## config.mk

```make
export PLATFORM = sky130hd
export DESIGN_NAME = sram_burst_unit
export DESIGN_NICKNAME = d
export VERILOG_FILES = /design/src/rtl/sram_acc_pkg.sv /design/src/rtl/sram_lane_mask.sv /design/src/rtl/sram_burst_seq.sv /design/src/rtl/sram_store.sv /design/src/rtl/sram_burst_unit.sv
export SDC_FILE = /design/constraint.sdc
export NUM_CORES = 2
export LEC_CHECK = 0
export ABC_AREA = 1
export BUFFER_PORTS_ARGS = -buffer_cell sky130_fd_sc_hd__buf_4
export CAP_MARGIN = 20
export CORE_UTILIZATION = 25
export CTS_CLUSTER_SIZE = 20
export DETAILED_ROUTE_END_ITERATION = 10
export SLEW_MARGIN = 30
export SYNTH_ARGS = -nofsm -noshare
export SYNTH_HDL_FRONTEND = slang
export SYNTH_SLANG_ARGS = --single-unit
```

## constraint.sdc

```tcl
create_clock -name clk -period 4.7 [get_ports clk]
set_input_delay 1.41 -clock clk [delete_from_list [all_inputs] [get_ports clk]]
set_output_delay 1.41 -clock clk [all_outputs]
set_load 0.005 [all_outputs]
```

## src/rtl/sram_acc_pkg.sv

```systemverilog
package sram_acc_pkg;
  typedef enum logic [1:0] {OP_NONE, OP_READ, OP_WRITE} op_e;

  // low two address bits of a burst step
  function automatic logic [1:0] burst_low(input logic [1:0] base,
                                           input logic [1:0] cnt,
                                           input logic lin_n);
    burst_low = lin_n ? (base ^ cnt) : (base + cnt);
  endfunction
endpackage

```

## src/rtl/sram_lane_mask.sv

```systemverilog
module sram_lane_mask #(
  parameter int LANES = 4
) (
  input  logic [LANES-1:0] lane_wr_n,
  input  logic             bytewr_n,
  input  logic             allwr_n,
  output logic [LANES-1:0] lane_mask,
  output logic             wr_req
);
  for (genvar i = 0; i < LANES; i++) begin : g_lane
    assign lane_mask[i] = !allwr_n || (!bytewr_n && !lane_wr_n[i]);
  end
  assign wr_req = |lane_mask;
endmodule

```

## src/rtl/sram_burst_seq.sv

```systemverilog
module sram_burst_seq
  import sram_acc_pkg::*;
#(
  parameter int ADDR_W = 6
) (
  input  logic              clk,
  input  logic              rst_n,
  input  logic              cs_n,
  input  logic              cs,
  input  logic              stb_host_n,
  input  logic              stb_ctl_n,
  input  logic              step_n,
  input  logic              lin_n,
  input  logic              wr_req,
  input  logic [ADDR_W-1:0] addr,
  output op_e               op,
  output logic [ADDR_W-1:0] acc_addr
);
  logic              active_q, active_d;
  logic [ADDR_W-1:0] base_q, base_d;
  logic [1:0]        cnt_q, cnt_d;
  logic              chip_on, strobe;

  assign chip_on = !cs_n && cs;
  assign strobe  = !stb_host_n || !stb_ctl_n;

  always_comb begin
    active_d = active_q;
    base_d   = base_q;
    cnt_d    = cnt_q;
    op       = OP_NONE;
    acc_addr = {base_q[ADDR_W-1:2], burst_low(base_q[1:0], cnt_q, lin_n)};
    if (strobe) begin
      if (chip_on) begin
        active_d = 1'b1;
        base_d   = addr;
        cnt_d    = 2'd0;
        acc_addr = addr;
        if (!stb_host_n) op = OP_READ;
        else             op = wr_req ? OP_WRITE : OP_READ;
      end else begin
        active_d = 1'b0;
      end
    end else if (!step_n && active_q) begin
      cnt_d    = cnt_q + 2'd1;
      acc_addr = {base_q[ADDR_W-1:2], burst_low(base_q[1:0], cnt_d, lin_n)};
      op       = wr_req ? OP_WRITE : OP_READ;
    end
  end

  always_ff @(posedge clk) begin
    if (!rst_n) begin
      active_q <= 1'b0;
      base_q   <= '0;
      cnt_q    <= 2'd0;
    end else begin
      active_q <= active_d;
      base_q   <= base_d;
      cnt_q    <= cnt_d;
    end
  end
endmodule

```

## src/rtl/sram_store.sv

```systemverilog
module sram_store #(
  parameter int ADDR_W = 6,
  parameter int LANES  = 4,
  parameter int LANE_W = 9,
  localparam int DEPTH  = 1 << ADDR_W,
  localparam int DATA_W = LANES * LANE_W
) (
  input  logic              clk,
  input  logic              rst_n,
  input  logic              we,
  input  logic              re,
  input  logic [LANES-1:0]  lane_mask,
  input  logic [ADDR_W-1:0] acc_addr,
  input  logic [DATA_W-1:0] wdata,
  output logic              rd_valid,
  output logic [ADDR_W-1:0] rd_addr,
  output logic [DATA_W-1:0] rd_data
);
  for (genvar i = 0; i < LANES; i++) begin : g_lane
    logic [LANE_W-1:0] mem [DEPTH];
    logic [LANE_W-1:0] q;
    always_ff @(posedge clk) begin
      if (we && lane_mask[i]) mem[acc_addr] <= wdata[i*LANE_W +: LANE_W];
      if (re) q <= mem[acc_addr];
    end
    assign rd_data[i*LANE_W +: LANE_W] = q;
  end

  always_ff @(posedge clk) begin
    if (!rst_n) begin
      rd_valid <= 1'b0;
      rd_addr  <= '0;
    end else begin
      rd_valid <= re;
      if (re) rd_addr <= acc_addr;
    end
  end
endmodule

```

## src/rtl/sram_burst_unit.sv

```systemverilog
module sram_burst_unit
  import sram_acc_pkg::*;
#(
  parameter int ADDR_W = 6,
  parameter int LANES  = 4,
  localparam int LANE_W = 9,
  localparam int DATA_W = LANES * LANE_W
) (
  input  logic              clk,
  input  logic              rst_n,
  input  logic              cs_n,
  input  logic              cs,
  input  logic              stb_host_n,
  input  logic              stb_ctl_n,
  input  logic              step_n,
  input  logic              lin_n,
  input  logic [LANES-1:0]  lane_wr_n,
  input  logic              bytewr_n,
  input  logic              allwr_n,
  input  logic [ADDR_W-1:0] addr,
  input  logic [DATA_W-1:0] wdata,
  output logic              rd_valid,
  output logic [ADDR_W-1:0] rd_addr,
  output logic [DATA_W-1:0] rd_data
);
  logic [LANES-1:0]  lane_mask;
  logic              wr_req;
  op_e               op;
  logic [ADDR_W-1:0] acc_addr;

  sram_lane_mask #(.LANES(LANES)) u_mask (
    .lane_wr_n(lane_wr_n), .bytewr_n(bytewr_n), .allwr_n(allwr_n),
    .lane_mask(lane_mask), .wr_req(wr_req)
  );

  sram_burst_seq #(.ADDR_W(ADDR_W)) u_seq (
    .clk(clk), .rst_n(rst_n), .cs_n(cs_n), .cs(cs),
    .stb_host_n(stb_host_n), .stb_ctl_n(stb_ctl_n), .step_n(step_n),
    .lin_n(lin_n), .wr_req(wr_req), .addr(addr),
    .op(op), .acc_addr(acc_addr)
  );

  sram_store #(.ADDR_W(ADDR_W), .LANES(LANES), .LANE_W(LANE_W)) u_store (
    .clk(clk), .rst_n(rst_n),
    .we(op == OP_WRITE), .re(op == OP_READ),
    .lane_mask(lane_mask), .acc_addr(acc_addr), .wdata(wdata),
    .rd_valid(rd_valid), .rd_addr(rd_addr), .rd_data(rd_data)
  );
endmodule

```

# == After elaboration in Yosys (flattened, before gate mapping) ==
# Memory sizes are Yosys's and may differ from the RTL's. A register that Yosys moved wholly into a read port is not among the register bits.
# Index checks and enable logic that the tools add are counted.
# word_totals
register_bits,16
latchBits,0
ramBits,2304
romBits,0
input_bits,56
word_cells,68
mem_count,4
# classes
addsub,3
multipliers,0
div,0
order_cmp,0
eq_ne,3
shift,0
muxes,22
bitwise,2
n_reduce_logical,29
# memory_table
memory,words,word_bits,read_ports,rd_ports_with_merged_regs,write_ports,line,rtl
u_store.g_lane[0].mem,64,9,1,1,1,sram_store.sv:20,logic [LANE_W-1:0] mem [DEPTH];
u_store.g_lane[1].mem,64,9,1,1,1,sram_store.sv:20,
u_store.g_lane[2].mem,64,9,1,1,1,sram_store.sv:20,
u_store.g_lane[3].mem,64,9,1,1,1,sram_store.sv:20,
# ops
operator,count
2-bit 2-to-1 mux,11
6-bit 2-to-1 mux,2
1-bit logical AND,10
1-bit logical NOT,10
1-bit 2-to-1 mux,9
1-bit logical OR,5
2-bit adder,2
2-bit AND reduction,2
4-bit OR reduction,1
2-bit XOR,2
2-bit by 1-bit adder with 2-bit output (second input constant),1
2-bit by 1-bit == test with 1-bit output (second input constant),1
2-bit == test (second input constant),1
2-bit by 1-bit != test with 1-bit output (second input constant),1
2-bit nonzero test,1

# == Depth between registers and ports, before layout ==
# logic_depth
depth_word,12
mapped_depth,20
mapped_depth_nobuf,17

# == Cells and area by module ==
# Synthesis repeated with hierarchy kept, for this count alone.
# hier_totals
hier_cells,9897
area_unflattened_um2,99873.3
# modules_own_cells
mod,instances,cells_each,area_per_inst_um2,seq_area_each_um2
sram_store,1,9789,99192.6,70407.5
sram_burst_seq,1,92,614.3,180.2
sram_lane_mask,1,12,51.3,0.0
sram_burst_unit,1,4,15.0,0.0

# == Least setup slack after synthesis ==
# OpenSTA, ideal clock, no wires.
# synth_timing
path_type,input -> register
startpoint,in cs_n
endpoint,"mem u_store.g_lane[1].mem[3][0], enable pin"
setup_ns,0.374
arrival_ns,3.298
required_time_ns,4.326
slack_ns,1.028
cell_stages,12
path_cell_list,inv_2 nand2_2 inv_2 nand2_4 inv_2 or2_1 o21ai_4 inv_2 nor3_4 buf_2 nand2_1 nor2_1
# synth_via
elab_chain_cells,8
word_cells_on_any_way,10
# synth_lines
element,line,rtl
from (decl),sram_burst_unit.sv:11,"input logic cs_n,"
1-bit logical NOT (*),sram_burst_seq.sv:24,assign chip_on = !cs_n && cs;
1-bit logical AND (*),sram_burst_seq.sv:24,
2-bit 2-to-1 mux,sram_burst_seq.sv:34,if (chip_on) begin
2-bit 2-to-1 mux,sram_burst_seq.sv:33,if (strobe) begin
2-bit == test,sram_burst_unit.sv:45,".we(op == OP_WRITE), .re(op == OP_READ),"
1-bit logical AND,sram_store.sv:23,if (we && lane_mask[i]) mem[acc_addr] <= wdata[i*LANE_W +: LANE_W];
1-bit 2-to-1 mux,sram_store.sv:23,
1-bit 2-to-1 mux (implied by the code),sram_store.sv:23,
to (decl),sram_store.sv:20,
# Every way passes the cells marked *; elsewhere a longest branch is shown, timed or not.

# == Final worst setup path ==
# layout_timing
startpoint,in cs
endpoint,"mem u_store.g_lane[2].mem[34][0], enable pin"
# layout_via
elab_chain_cells,7
word_cells_on_any_way,9
# layout_lines
element,line,rtl
from (decl),sram_burst_unit.sv:12,"input logic cs,"
1-bit logical AND (*),sram_burst_seq.sv:24,
2-bit 2-to-1 mux,sram_burst_seq.sv:34,
2-bit 2-to-1 mux,sram_burst_seq.sv:33,
2-bit == test,sram_burst_unit.sv:45,
1-bit logical AND,sram_store.sv:23,
1-bit 2-to-1 mux,sram_store.sv:23,
1-bit 2-to-1 mux (implied by the code),sram_store.sv:23,
to (decl),sram_store.sv:20,
# Marked as above.

==> run_results.csv <==
group,metric,value,unit
outcome,status,"finished, final reports clean",
critical_path,arrival,4.55,ns
sta,finalCriticalPeriod,3.98,ns
critical_path,worst-path-buf-inv,5,
critical_path,crit_family,"simple AND/OR/NAND/NOR gates",
sta,slew_viol_final,0,
run,drv_cap,0,
synthesis,synth_top_family_by_area,"simple AND/OR/NAND/NOR gates",
critical_path,slowest_stage,"nand2_1",
clock_tree,clk_latency,0.87,ns
sta,max_freq,251,MHz
synthesis,yosys.area_share.simple,25.9,%
sta,slew_headroom,28.4,%
global_routing,globalRouteTotalUtil,14.7,%
synthesis,synth_xor_area_share,0,%
clock_tree,htree_levels,4,
sta,min_period_over_period,84.7,%
final_layout,final_cell_mix,"nand2_1 (5270), edfxtp_1 (2340), nand3_1 (851)",
sta,tightest_slew,1.07,ns
clock_tree,cts_setup_buffers,0,
pwr,irDropWorstVdd,0.000407,V
synthesis,yosysWarningCount,0,
die,ios,99,
final_layout,layout_commonest_cell,"nand2_1",
drt,drc,0,
synthesis,synth_mux_area_share,0,%
final_layout,final_cells,15200,
placement,dpl.hpwl,180,mm
drt,vias_per_cell,4.53,
synthesis,synth_top_cell_area_share,71.0,%
synthesis,synthTopCellsByArea,"edfxtp_1 (71%), nand2_1 (20%), nand3_1 (4.3%), buf_2 (1.5%), nor2_1 (1.3%)",
die,die-area,0.399,mm^2
die,coreArea,0.393,mm^2
critical_path,cp-start-kind,"input port",
sta,finalSetupTns,0,ns
die,die_w,631,um
synthesis,synth_area,0.0990,mm^2
clock_tree,cts_hold_buf,0,
critical_path,crit_path_max_fanout,10,
placement,pre_cts_ws,0.0405,ns
critical_path,end_kind,"register",
sta,setup_ws,0.720,ns
global_routing,overflow,0,
critical_path,path_cells,"buf_4, nand2_2, inv_2, nand2_4, inv_2, or2_1, o21ai_4, inv_2, nor3_4, nand2_1, nor2_1, buf_4",
final_layout,seqCellArea,0.0706,mm^2
placement,place_congestion,0.845,
synthesis,synth_adder_area_share,0.0253,%
die,start_util,25.2,%
drt,drt_wl_total,303,mm
clock_tree,cts_tree,"yes",
clock_tree,cts_made_buffers,231,
pwr,powerDensity,400,mW/mm^2
global_routing,antenna_found_initial,27,
hold_path,hold_class,"register to register",
global_routing,grt_max_degree,145,
final_layout,final_core_util,29.4,%
final_layout,nets,9795,
pwr,total_power,46.3,mW
synthesis,synth.net_count,9519,
critical_path,required,5.27,ns
final_layout,multi_input_area,0.0259,mm^2
drt,ant_nets,0,
die,num_rows,230,
placement,portBuffers,98,
clock_tree,clk_pin_slew,0.06,ns
final_layout,area_delta_synth_final,16.9,%
pwr,total_leakage_power,45.3,nW
drt,vias,68700,
synthesis,yosysSeqAreaShare,71.3,%
synthesis,synth_compound_gate_area_share,0.181,%
drt,routedWlPerCell,20.0,um
clock_tree,clockBufferDepth,3,
sta,rsz0062_at_grt,"false",
placement,post-place-cells,14700,
sta,finalHoldViolations,0,
sta,finalSetupViolations,0,
synthesis,ys_ff_latch,2356,
synthesis,synth_top_cell_by_area,"edfxtp_1",
drt,first_iter_violations,7771,
sta,finalClockSkew,0.0308,ns
clock_tree,cts_sinks,2356,
final_layout,fillCellCount,40200,
final_layout,drive_above_1_share,9.70,%
drt,first_pass_iters,6,
global_routing,grt_pass1_wl,439,mm
critical_path,worst-setup-path-type,"input port to register",
clock_tree,ctsResizeCount,0,
critical_path,slowest_delay,0.81,ns
die,die_h,631,um
global_routing,grt_pass1_vias,64000,
synthesis,avgSynthCellArea,10.5,um^2
critical_path,cpMostUsedCell,"inv_2",
clock_tree,ctsRootBufferMaster,"clkbuf_16",
synthesis,synthCells,9461,
synthesis,post_synth_num_cell_types,29,
[registers in the layout, indices dropped and copies added, names as in the netlist]
name and cells:
u_store.g_lane.q 36, u_store.rd_valid 1, u_seq.active_q 1, u_seq.cnt_q 2, u_seq.base_q 6, u_store.rd_addr 6
u_store.g_lane.mem 2304
[layout make-up]
class	instances	share of cell area [%]
sequential	2356	61.0
multi-input combinational	6534	22.4
tap	5220	5.64
clock buffer	271	5.14
timing repair buffer	585	4.58
clock inverter	159	1.09
inverter	29	0.109
antenna	7	0.0151
[tightest hold or removal path, delay by kind of cell, from the launching register on]
family          cells  cell delay, ns
simple gates        1            0.07
compound gates      1            0.06
flops               1            0.33
[power breakdown]
group          total [mW]  internal, mW  switching (mW)
registers            23.2          23.2          0.0267
clock network        17.9          9.95            7.97
logic                5.16          1.37            3.80
[synthesized netlist by cell type, drive strengths merged]
cell type / n
nand2: 5280
edfxtp: 2340
nand3: 853
nor2: 361
buf: 359
clkbuf: 183
inv: 29
dfxtp: 16
o21ai: 12
nor3: 9
a21oi: 7
a211oi: 5
or2: 4
ha: 2
o32ai: 1
[through the flow]
| step | instance area, um^2 | hold slack (ns) |
|---|---|---|
| final | 116000 | 0.496 |
| after global routing | 116000 | 0.527 |
| after CTS | 116000 | 0.494 |
| after detailed placement | 108000 | 0.486 |
| after global placement | 108000 | 0.489 |
| after floorplan | 99000 | 0.457 |
[path summary, 6_finish.rpt]
check | from | slack, ns | to | cells after the start
setup / recovery | cs | 0.72 | u_store.g_lane[2].mem[34][0] | 12
hold / removal | u_seq.active_q | 0.50 | u_seq.active_q | 2
setup reg to reg | u_seq.cnt_q[0] | 0.82 | u_store.g_lane[2].mem[34][0] | 13
hold reg to reg | u_seq.active_q | 0.50 | u_seq.active_q | 2
[metal layers]
| layer | global-route usage (%) | part of all wire (%) | up-vias |
|---|---|---|---|
| met5 | 0.326 | 0.093 | - |
| met4 | 4.88 | 3.3 | 16 |
| met3 | 3.62 | 9.4 | 520 |
| met2 | 23.0 | 45 | 2944 |
| met1 | 20.0 | 42 | 33300 |
| li1 | - | - | 32000 |
[cells by family (layout without fill, tap and decap cells)]
| logic type | after synthesis | count (layout) |
|---|---|---|
| AO/OA/AOI/OAI | 25 | 25 |
| AND/OR/NAND/NOR | 6507 | 6507 |
| flip-flops | 2356 | 2356 |
| adder cells (fa/ha/maj) | 2 | 2 |
| buffers and inverters | 571 | 1044 |
| other | 0 | 7 |
Power figures use the tool's default switching activity.
